File: src/rtl/dram_rfsh_pkg.sv
package dram_rfsh_pkg;

   typedef enum logic [2:0] {
      ST_PWRUP,
      ST_INIT_REQ,
      ST_INIT_BUSY,
      ST_IDLE,
      ST_RF_BUSY,
      ST_SR_PRE,
      ST_SR_IN,
      ST_SR_POST
   } sched_state_e;

   typedef enum logic [2:0] {
      PH_IDLE,
      PH_SETUP,
      PH_ACTIVE,
      PH_HOLD,
      PH_PRECH
   } pulse_phase_e;

   function automatic int unsigned umax(input int unsigned a, input int unsigned b);
      return (a > b) ? a : b;
   endfunction

endpackage

File: src/rtl/rfsh_tick_timer.sv
// Free-running modulo counter; tick in the last cycle of each period.
module rfsh_tick_timer #(
   parameter int unsigned LIMIT = 1560
) (
   input  logic clk,
   input  logic rst_n,
   input  logic clear,
   output logic tick
);
   localparam int unsigned W = (LIMIT < 2) ? 1 : $clog2(LIMIT);

   generate
      if (LIMIT < 2) begin : g_bad_limit
         $error("rfsh_tick_timer: LIMIT must be at least 2");
      end
   endgenerate

   logic [W-1:0] cnt_q;

   assign tick = !clear && (cnt_q == W'(LIMIT - 1));

   always_ff @(posedge clk or negedge rst_n) begin
      if (!rst_n)      cnt_q <= '0;
      else if (clear)  cnt_q <= '0;
      else if (tick)   cnt_q <= '0;
      else             cnt_q <= cnt_q + 1'b1;
   end
endmodule

File: src/rtl/rfsh_row_tally.sv
// Saturating count of ordinary refreshes since the last self-refresh exit.
module rfsh_row_tally #(
   parameter int unsigned ROWS = 1024
) (
   input  logic clk,
   input  logic rst_n,
   input  logic clear,
   input  logic inc,
   output logic full
);
   localparam int unsigned W = $clog2(ROWS + 1);

   logic [W-1:0] cnt_q;

   assign full = (cnt_q == W'(ROWS));

   always_ff @(posedge clk or negedge rst_n) begin
      if (!rst_n)              cnt_q <= W'(ROWS);
      else if (clear)          cnt_q <= '0;
      else if (inc && !full)   cnt_q <= cnt_q + 1'b1;
   end
endmodule

File: src/rtl/rfsh_cbr_engine.sv
// Generates one CAS-before-RAS strobe sequence, ordinary or self refresh.
module rfsh_cbr_engine
   import dram_rfsh_pkg::*;
#(
   parameter int unsigned CSR_CYC      = 1,
   parameter int unsigned RAS_LOW_CYC  = 7,
   parameter int unsigned RP_CYC       = 5,
   parameter int unsigned SELF_MIN_CYC = 10000,
   parameter int unsigned CHS_CYC      = 5,
   parameter int unsigned RPS_CYC      = 13,
   parameter bit          REG_STROBES  = 1'b1
) (
   input  logic clk,
   input  logic rst_n,
   input  logic start,
   input  logic self_mode,
   input  logic exit_ok,
   output logic done,
   output logic ras_n,
   output logic cas_n
);
   localparam int unsigned MAXC = umax(umax(umax(CSR_CYC, RAS_LOW_CYC), umax(RP_CYC, SELF_MIN_CYC)),
                                       umax(CHS_CYC, RPS_CYC));
   localparam int unsigned CW   = $clog2(MAXC + 1);

   pulse_phase_e  phase_q;
   logic [CW-1:0] cnt_q;
   logic          self_q;
   logic          cnt_zero;
   logic          ras_d, cas_d;

   assign cnt_zero = (cnt_q == '0);
   assign done     = (phase_q == PH_PRECH) && cnt_zero;

   always_ff @(posedge clk or negedge rst_n) begin
      if (!rst_n) begin
         phase_q <= PH_IDLE;
         cnt_q   <= '0;
         self_q  <= 1'b0;
      end else if (start && (phase_q == PH_IDLE || done)) begin
         phase_q <= PH_SETUP;
         cnt_q   <= CW'(CSR_CYC - 1);
         self_q  <= self_mode;
      end else begin
         case (phase_q)
            PH_SETUP: begin
               if (cnt_zero) begin
                  phase_q <= PH_ACTIVE;
                  cnt_q   <= self_q ? CW'(SELF_MIN_CYC - 1) : CW'(RAS_LOW_CYC - 1);
               end else begin
                  cnt_q <= cnt_q - 1'b1;
               end
            end
            PH_ACTIVE: begin
               if (!cnt_zero) begin
                  cnt_q <= cnt_q - 1'b1;
               end else if (!self_q) begin
                  phase_q <= PH_PRECH;
                  cnt_q   <= CW'(RP_CYC - 1);
               end else if (exit_ok) begin
                  phase_q <= PH_HOLD;
                  cnt_q   <= CW'(CHS_CYC - 1);
               end
            end
            PH_HOLD: begin
               if (cnt_zero) begin
                  phase_q <= PH_PRECH;
                  cnt_q   <= CW'(RPS_CYC - 1);
               end else begin
                  cnt_q <= cnt_q - 1'b1;
               end
            end
            PH_PRECH: begin
               if (cnt_zero) phase_q <= PH_IDLE;
               else          cnt_q   <= cnt_q - 1'b1;
            end
            default: phase_q <= PH_IDLE;
         endcase
      end
   end

   assign ras_d = (phase_q != PH_ACTIVE);
   assign cas_d = !(phase_q == PH_SETUP || phase_q == PH_ACTIVE || phase_q == PH_HOLD);

   generate
      if (REG_STROBES) begin : g_reg_strobes
         logic ras_q, cas_q;
         always_ff @(posedge clk or negedge rst_n) begin
            if (!rst_n) begin
               ras_q <= 1'b1;
               cas_q <= 1'b1;
            end else begin
               ras_q <= ras_d;
               cas_q <= cas_d;
            end
         end
         assign ras_n = ras_q;
         assign cas_n = cas_q;
      end else begin : g_comb_strobes
         assign ras_n = ras_d;
         assign cas_n = cas_d;
      end
   endgenerate
endmodule

File: src/rtl/dram_refresh_sched.sv
module dram_refresh_sched
   import dram_rfsh_pkg::*;
#(
   parameter int unsigned ROWS         = 1024,
   parameter int unsigned PWRUP_CYC    = 10000,
   parameter int unsigned INIT_REFS    = 8,
   parameter int unsigned INTERVAL_CYC = 1560,
   parameter int unsigned CSR_CYC      = 1,
   parameter int unsigned CHR_CYC      = 1,
   parameter int unsigned RAS_LOW_CYC  = 7,
   parameter int unsigned RP_CYC       = 5,
   parameter int unsigned SELF_MIN_CYC = 10000,
   parameter int unsigned CHS_CYC      = 5,
   parameter int unsigned RPS_CYC      = 13,
   parameter bit          REG_STROBES  = 1'b1
) (
   input  logic clk,
   input  logic rst_n,
   input  logic sr_want,
   input  logic gnt,
   output logic req,
   output logic ras_n,
   output logic cas_n,
   output logic init_done,
   output logic sr_active,
   output logic sr_allowed,
   output logic overdue_err
);
   localparam int unsigned IW       = $clog2(INIT_REFS + 1);
   localparam int unsigned CBR_SPAN = 1 + CSR_CYC + RAS_LOW_CYC + RP_CYC;

   generate
      if (INIT_REFS < 1) begin : g_chk_init
         $error("dram_refresh_sched: INIT_REFS must be at least 1");
      end
      if (CSR_CYC < 1 || CHS_CYC < 1 || RP_CYC < 1 || RPS_CYC < 1 || RAS_LOW_CYC < 1) begin : g_chk_min
         $error("dram_refresh_sched: every phase needs at least one cycle");
      end
      if (CHR_CYC > RAS_LOW_CYC) begin : g_chk_chr
         $error("dram_refresh_sched: CAS hold after RAS fall exceeds RAS low time");
      end
      if (SELF_MIN_CYC <= RAS_LOW_CYC) begin : g_chk_self
         $error("dram_refresh_sched: self-refresh minimum must exceed ordinary RAS low time");
      end
      if (INTERVAL_CYC <= CBR_SPAN) begin : g_chk_iv
         $error("dram_refresh_sched: interval shorter than one refresh");
      end
   endgenerate

   sched_state_e  state_q, state_d;
   logic [IW-1:0] init_left_q;
   logic          init_done_q;
   logic          pending_q;
   logic          overdue_q;
   logic          pw_tick, iv_tick;
   logic          run_mode;
   logic          want_sr;
   logic          eng_start, eng_self, eng_done;
   logic          idle_start, start_sr;

   assign run_mode = (state_q == ST_IDLE) || (state_q == ST_RF_BUSY);
   assign want_sr  = sr_want && sr_allowed;

   rfsh_tick_timer #(.LIMIT(PWRUP_CYC)) u_pwrup_timer (
      .clk   (clk),
      .rst_n (rst_n),
      .clear (state_q != ST_PWRUP),
      .tick  (pw_tick)
   );

   rfsh_tick_timer #(.LIMIT(INTERVAL_CYC)) u_interval_timer (
      .clk   (clk),
      .rst_n (rst_n),
      .clear (!run_mode),
      .tick  (iv_tick)
   );

   rfsh_row_tally #(.ROWS(ROWS)) u_row_tally (
      .clk   (clk),
      .rst_n (rst_n),
      .clear ((state_q == ST_SR_POST) && eng_done),
      .inc   ((state_q == ST_RF_BUSY) && eng_done),
      .full  (sr_allowed)
   );

   rfsh_cbr_engine #(
      .CSR_CYC      (CSR_CYC),
      .RAS_LOW_CYC  (RAS_LOW_CYC),
      .RP_CYC       (RP_CYC),
      .SELF_MIN_CYC (SELF_MIN_CYC),
      .CHS_CYC      (CHS_CYC),
      .RPS_CYC      (RPS_CYC),
      .REG_STROBES  (REG_STROBES)
   ) u_engine (
      .clk       (clk),
      .rst_n     (rst_n),
      .start     (eng_start),
      .self_mode (eng_self),
      .exit_ok   (!sr_want),
      .done      (eng_done),
      .ras_n     (ras_n),
      .cas_n     (cas_n)
   );

   always_comb begin
      state_d   = state_q;
      eng_start = 1'b0;
      eng_self  = 1'b0;
      case (state_q)
         ST_PWRUP: begin
            if (pw_tick) state_d = ST_INIT_REQ;
         end
         ST_INIT_REQ: begin
            if (gnt) begin
               eng_start = 1'b1;
               state_d   = ST_INIT_BUSY;
            end
         end
         ST_INIT_BUSY: begin
            if (eng_done) state_d = (init_left_q == IW'(1)) ? ST_IDLE : ST_INIT_REQ;
         end
         ST_IDLE: begin
            if (gnt && want_sr) begin
               eng_start = 1'b1;
               state_d   = ST_SR_PRE;
            end else if (gnt && pending_q) begin
               eng_start = 1'b1;
               state_d   = ST_RF_BUSY;
            end
         end
         ST_RF_BUSY: begin
            if (eng_done) state_d = ST_IDLE;
         end
         ST_SR_PRE: begin
            if (eng_done) begin
               eng_start = 1'b1;
               eng_self  = 1'b1;
               state_d   = ST_SR_IN;
            end
         end
         ST_SR_IN: begin
            if (eng_done) begin
               eng_start = 1'b1;
               state_d   = ST_SR_POST;
            end
         end
         ST_SR_POST: begin
            if (eng_done) state_d = ST_IDLE;
         end
         default: state_d = ST_PWRUP;
      endcase
   end

   assign idle_start = (state_q == ST_IDLE) && eng_start;
   assign start_sr   = idle_start && (state_d == ST_SR_PRE);

   always_ff @(posedge clk or negedge rst_n) begin
      if (!rst_n) begin
         state_q     <= ST_PWRUP;
         init_left_q <= IW'(INIT_REFS);
         init_done_q <= 1'b0;
         pending_q   <= 1'b0;
         overdue_q   <= 1'b0;
      end else begin
         state_q <= state_d;
         if (state_q == ST_INIT_BUSY && eng_done) begin
            init_left_q <= init_left_q - 1'b1;
            if (init_left_q == IW'(1)) init_done_q <= 1'b1;
         end
         if (start_sr) pending_q <= 1'b0;
         else          pending_q <= iv_tick || (pending_q && !idle_start);
         if (iv_tick && pending_q && !idle_start) overdue_q <= 1'b1;
      end
   end

   assign req = ((state_q != ST_PWRUP) && (state_q != ST_IDLE)) ||
                ((state_q == ST_IDLE) && (pending_q || want_sr));
   assign init_done   = init_done_q;
   assign sr_active   = (state_q == ST_SR_PRE) || (state_q == ST_SR_IN) || (state_q == ST_SR_POST);
   assign overdue_err = overdue_q;
endmodule

File: config.mk
export PLATFORM = sky130hd
export DESIGN_NAME = dram_refresh_sched
export DESIGN_NICKNAME = d
export VERILOG_FILES = /design/src/rtl/dram_rfsh_pkg.sv /design/src/rtl/rfsh_tick_timer.sv /design/src/rtl/rfsh_row_tally.sv /design/src/rtl/rfsh_cbr_engine.sv /design/src/rtl/dram_refresh_sched.sv
export SDC_FILE = /design/constraint.sdc
export NUM_CORES = 1
export LEC_CHECK = 0
export BUFFER_PORTS_ARGS = -buffer_cell sky130_fd_sc_hd__buf_2
export CAP_MARGIN = 20
export CORE_MARGIN = 8
export CORE_UTILIZATION = 60
export CTS_BUF_LIST = sky130_fd_sc_hd__clkbuf_2
export CTS_CLUSTER_SIZE = 24
export DETAILED_ROUTE_END_ITERATION = 16
export PLACE_DENSITY = 0.81
export REMOVE_ABC_BUFFERS = 1
export SYNTH_ARGS = -nofsm -noshare
export SYNTH_HDL_FRONTEND = slang
export SYNTH_HIERARCHICAL = 1
export SYNTH_SLANG_ARGS = --single-unit
File: constraint.sdc
create_clock -name clk -period 3.97 [get_ports clk]
set_input_delay 0.397 -clock clk [delete_from_list [all_inputs] [get_ports clk]]
set_output_delay 0.397 -clock clk [all_outputs]
set_load 0.1 [all_outputs]
==> flow_metrics.env <==
export IMPL_postCtsSetupRepairBufs=0
export IMPL_ant_nets=0
export IMPL_worstRegToRegCells=12
export IMPL_min_path_type="in -> reg"
export IMPL_core_sq_um=6314
export IMPL_relSlewSlack_pct=51.93
export IMPL_yosysTopAreaCell="dfrtp_1"
export IMPL_drc=0
export IMPL_fin_crit_ps=3738
export IMPL_n_antenna_cell=0
export IMPL_worst_pin_slew_ps=721.0
export IMPL_final_cell_area_sq_um=4061
export IMPL_fin_cells=515
export IMPL_cts_root_buffer_cell="clkbuf_2"
export IMPL_gr_usage_all_layers_pct=18.33
export IMPL_synthMuxAreaShare_pct=0.5805
export IMPL_comb_power_share_pct=34.9
export IMPL_critPathMaxFanout=18
export IMPL_synth_xor_area_share_pct=4.902
export IMPL_arrival_ps=4130
export IMPL_cts_made_buffers=9
export IMPL_drt_iter0_drc=191
export IMPL_die_height_um=96.42
export IMPL_layout_drive_gt1_share_pct=15.53
export IMPL_row_count=29
export IMPL_hpwl_um=5489
export IMPL_worstSetupEndpointType="flop"
export IMPL_start_kind="flop"
export IMPL_skew_ps=22.07
export IMPL_drv_slew=0
export IMPL_ir_drop_mv=0.2925
export IMPL_synth_adder_area_share_pct=2.580
export IMPL_ys_warnings_count=6
export IMPL_status="finished, final reports clean"
export IMPL_grt_pass1_vias=3044
export IMPL_initial_core_util_pct=61.45
export IMPL_via_count=3153
export IMPL_p_leak_nw=1.666
export IMPL_clk_latency_ps=470
export IMPL_rsz0062_at_grt="false"
export IMPL_placed_cells=499
export IMPL_layout_nets=446
export IMPL_h_tree_depth=3
export IMPL_finalCritPeriodShare_pct=94.16
export IMPL_synth_compound_area_share_pct=15.61
export IMPL_die_w_um=96.42
export IMPL_final_hold_viol_count=0
export IMPL_path_clk_slew_ps=170
export IMPL_yosysUniqueCellTypes=74
export IMPL_synth_ff_type="dfrtp_1"
export IMPL_setup_viol=0
export IMPL_fmaxAchievable_mhz=267.5
export IMPL_p_sw_uw=780.3
export IMPL_dpl_instance_area_sq_um=3974
export IMPL_p_int_mw=1.084
export IMPL_p_total_mw=1.864
export IMPL_drt_vias_per_instance=6.122
export IMPL_portBuffers=10
export IMPL_synthCells=420
export IMPL_setup_tns_ps=0
export IMPL_grt_first_pass_wirelength_um=13580
export IMPL_dieArea_sq_um=9296
export IMPL_switching_share_pct=41.86
export IMPL_synth_seq_area_share_pct=42.70
export IMPL_syn_area_per_cell_sq_um=9.238
export IMPL_finalWeightedCongestion=0.9058
export IMPL_hold_depth=4
export IMPL_netlist_area_sq_um=3880
export IMPL_clock_path_buffers=2
export IMPL_seqPwrFrac_pct=48.6
export IMPL_async_flop_share_pct=100.0
export IMPL_finalWirelength_um=7636
export IMPL_grt_overflow=0
export IMPL_synth_simple_gate_area_share_pct=28.89
export IMPL_cts_sinks=66
export IMPL_drv_cap=0
export IMPL_synthDominantCellAreaShare_pct=39.99
export IMPL_holdWs_ps=298.6
export IMPL_p_clk_share_pct=16.6
export IMPL_ys_ff_latch=66
export IMPL_pin_count=11
export IMPL_p_per_area_nw_per_um2=459.0
export IMPL_synth_top_family_by_area="simple AND/OR/NAND/NOR gates"
export IMPL_antenna_found_initial=0
export IMPL_cts_tree="done"
export IMPL_syn_to_final_growth_pct=4.676
export IMPL_post_drt_wl_per_cell_um=14.83
export IMPL_synth_edf_count=0
export IMPL_grt_max_degree=35
export IMPL_dr_pass1_iters=4
export IMPL_crit_required_ps=4370
export IMPL_ys_top_cells_by_area="dfrtp_1, a21oi_1, nor2_1"
export IMPL_crit_type="reg -> reg"
==> layout make-up <==
cell class | instances | area [sq um]
inverter | 21 | 78.83
clock inverter | 3 | 17.52
clock buffer | 12 | 60.06
sequential | 66 | 1657
fill | 543 | 2252
timing repair buffer | 18 | 112.6
tap | 77 | 96.34
multi-input combinational | 318 | 2039
==> final timing paths <==
check	slack (ps)	start	endpoint
min	300	sr_want	u_engine/phase_q[0]
min in group asynchronous	500	rst_n	overdue_err
max reg2reg	230	u_engine/cnt_q[0]	u_engine/cnt_q[12]
max	230	u_engine/cnt_q[0]	u_engine/cnt_q[12]
min reg2reg	500	u_pwrup_timer/cnt_q[0]	u_pwrup_timer/cnt_q[0]
max in group asynchronous	2540	rst_n	u_engine/ras_n
==> through the flow <==
step                      util, %  setup WS (ps)
after global placement      62.94          360.8
after floorplan                 -          378.9
final                       64.33          232.0
after detailed placement    62.94          265.2
after CTS                   64.33          240.8
after global routing        64.33          9.759
==> cells in the mapped netlist (all sizes together), types with 3 or more instances <==
| cell type | number |
|---|---|
| dfrtp | 62 |
| nor2 | 47 |
| a21oi | 35 |
| nand2 | 28 |
| o21ai | 24 |
| nand3 | 22 |
| inv | 21 |
| xnor2 | 15 |
| or3 | 13 |
| or4 | 12 |
| nor3 | 11 |
| buf | 10 |
| nand4 | 10 |
| o31ai | 10 |
| ha | 8 |
| nor4 | 8 |
| nand2b | 6 |
| clkbuf | 5 |
| nor2b | 5 |
| xor2 | 5 |
| and2 | 4 |
| dfstp | 4 |
| nor3b | 4 |
| or2 | 4 |
| a21o | 3 |
| a31o | 3 |
| or4b | 3 |
==> metal layers <==
layer	vias up	track usage [%]	part of all wire, %	routed length, um
met5	-	0	0	0
met4	0	8.575	1.6	125
met3	13	3.323	2.6	202
met2	49	30.48	48	3681
met1	1534	22.66	47	3627
li1	1557	-	-	-
==> flip-flops by register name, summed over array words and instances (netlist names) <==
signal / flops
init_left_q: 4
u_engine/cnt_q: 14
u_engine/self_q: 1
u_row_tally/cnt_q: 11
u_engine/cas_n: 1
overdue_err: 1
u_pwrup_timer/cnt_q: 14
u_engine/phase_q: 3
init_done: 1
u_interval_timer/cnt_q: 11
u_engine/ras_n: 1
pending_q: 1
state_q: 3
==> logic make-up (layout without fill, tap and decap cells) <==
logic type / Yosys count / after routing
AO/OA/AOI/OAI: 96 / 96
XOR/XNOR: 20 / 20
adder cells (fa/ha/maj): 8 / 8
buffers and inverters: 36 / 54
flip-flops: 66 / 66
multiplexers: 2 / 2
AND/OR/NAND/NOR: 192 / 192
==> critical path, cell delays in order (launching register included) <==
cell and delay [ps]:
dfrtp_1 430, inv_1 110, ha_1 140, or4b_2 670, or4_4 510, nor2_1 180
nand2_1 140, o32a_1 210, o21ai_1 110, a21oi_1 130, a32o_2 400, or4_1 490
a21oi_1 170
==> cell usage in the layout, fill, tap and decap left out, types with 10 or more instances in the layout <==
cell type / synthesis / routed
dfrtp_1: 62 / 62
nor2_1: 46 / 46
a21oi_1: 35 / 35
nand2_1: 26 / 26
nand3_1: 22 / 22
o21ai_0: 23 / 22
inv_1: 21 / 21
xnor2_1: 13 / 13
clkbuf_2: 0 / 12
nor3_1: 11 / 11
o31ai_1: 10 / 10
buf_2: 3 / 10
or4_1: 10 / 10
or3_1: 10 / 10
==> timing repair <==
item                                    CTS  global route
gates resized for setup                   0             1
endpoints found under the setup margin    0             2
hold endpoints to repair                 30             0
hold buffers                              1             0
==> power by group through the flow <==
stage / Combinational, mW / Clock, mW / Sequential [mW]
global placement: 0.631 / 0 / 0.907
finish: 0.650 / 0.309 / 0.906
detailed placement: 0.648 / 0 / 0.912
CTS: 0.651 / 0.324 / 0.900
floorplan: 0.497 / 0 / 0.890
global route: 0.720 / 0.354 / 0.923
Power figures use the tool's default switching activity.
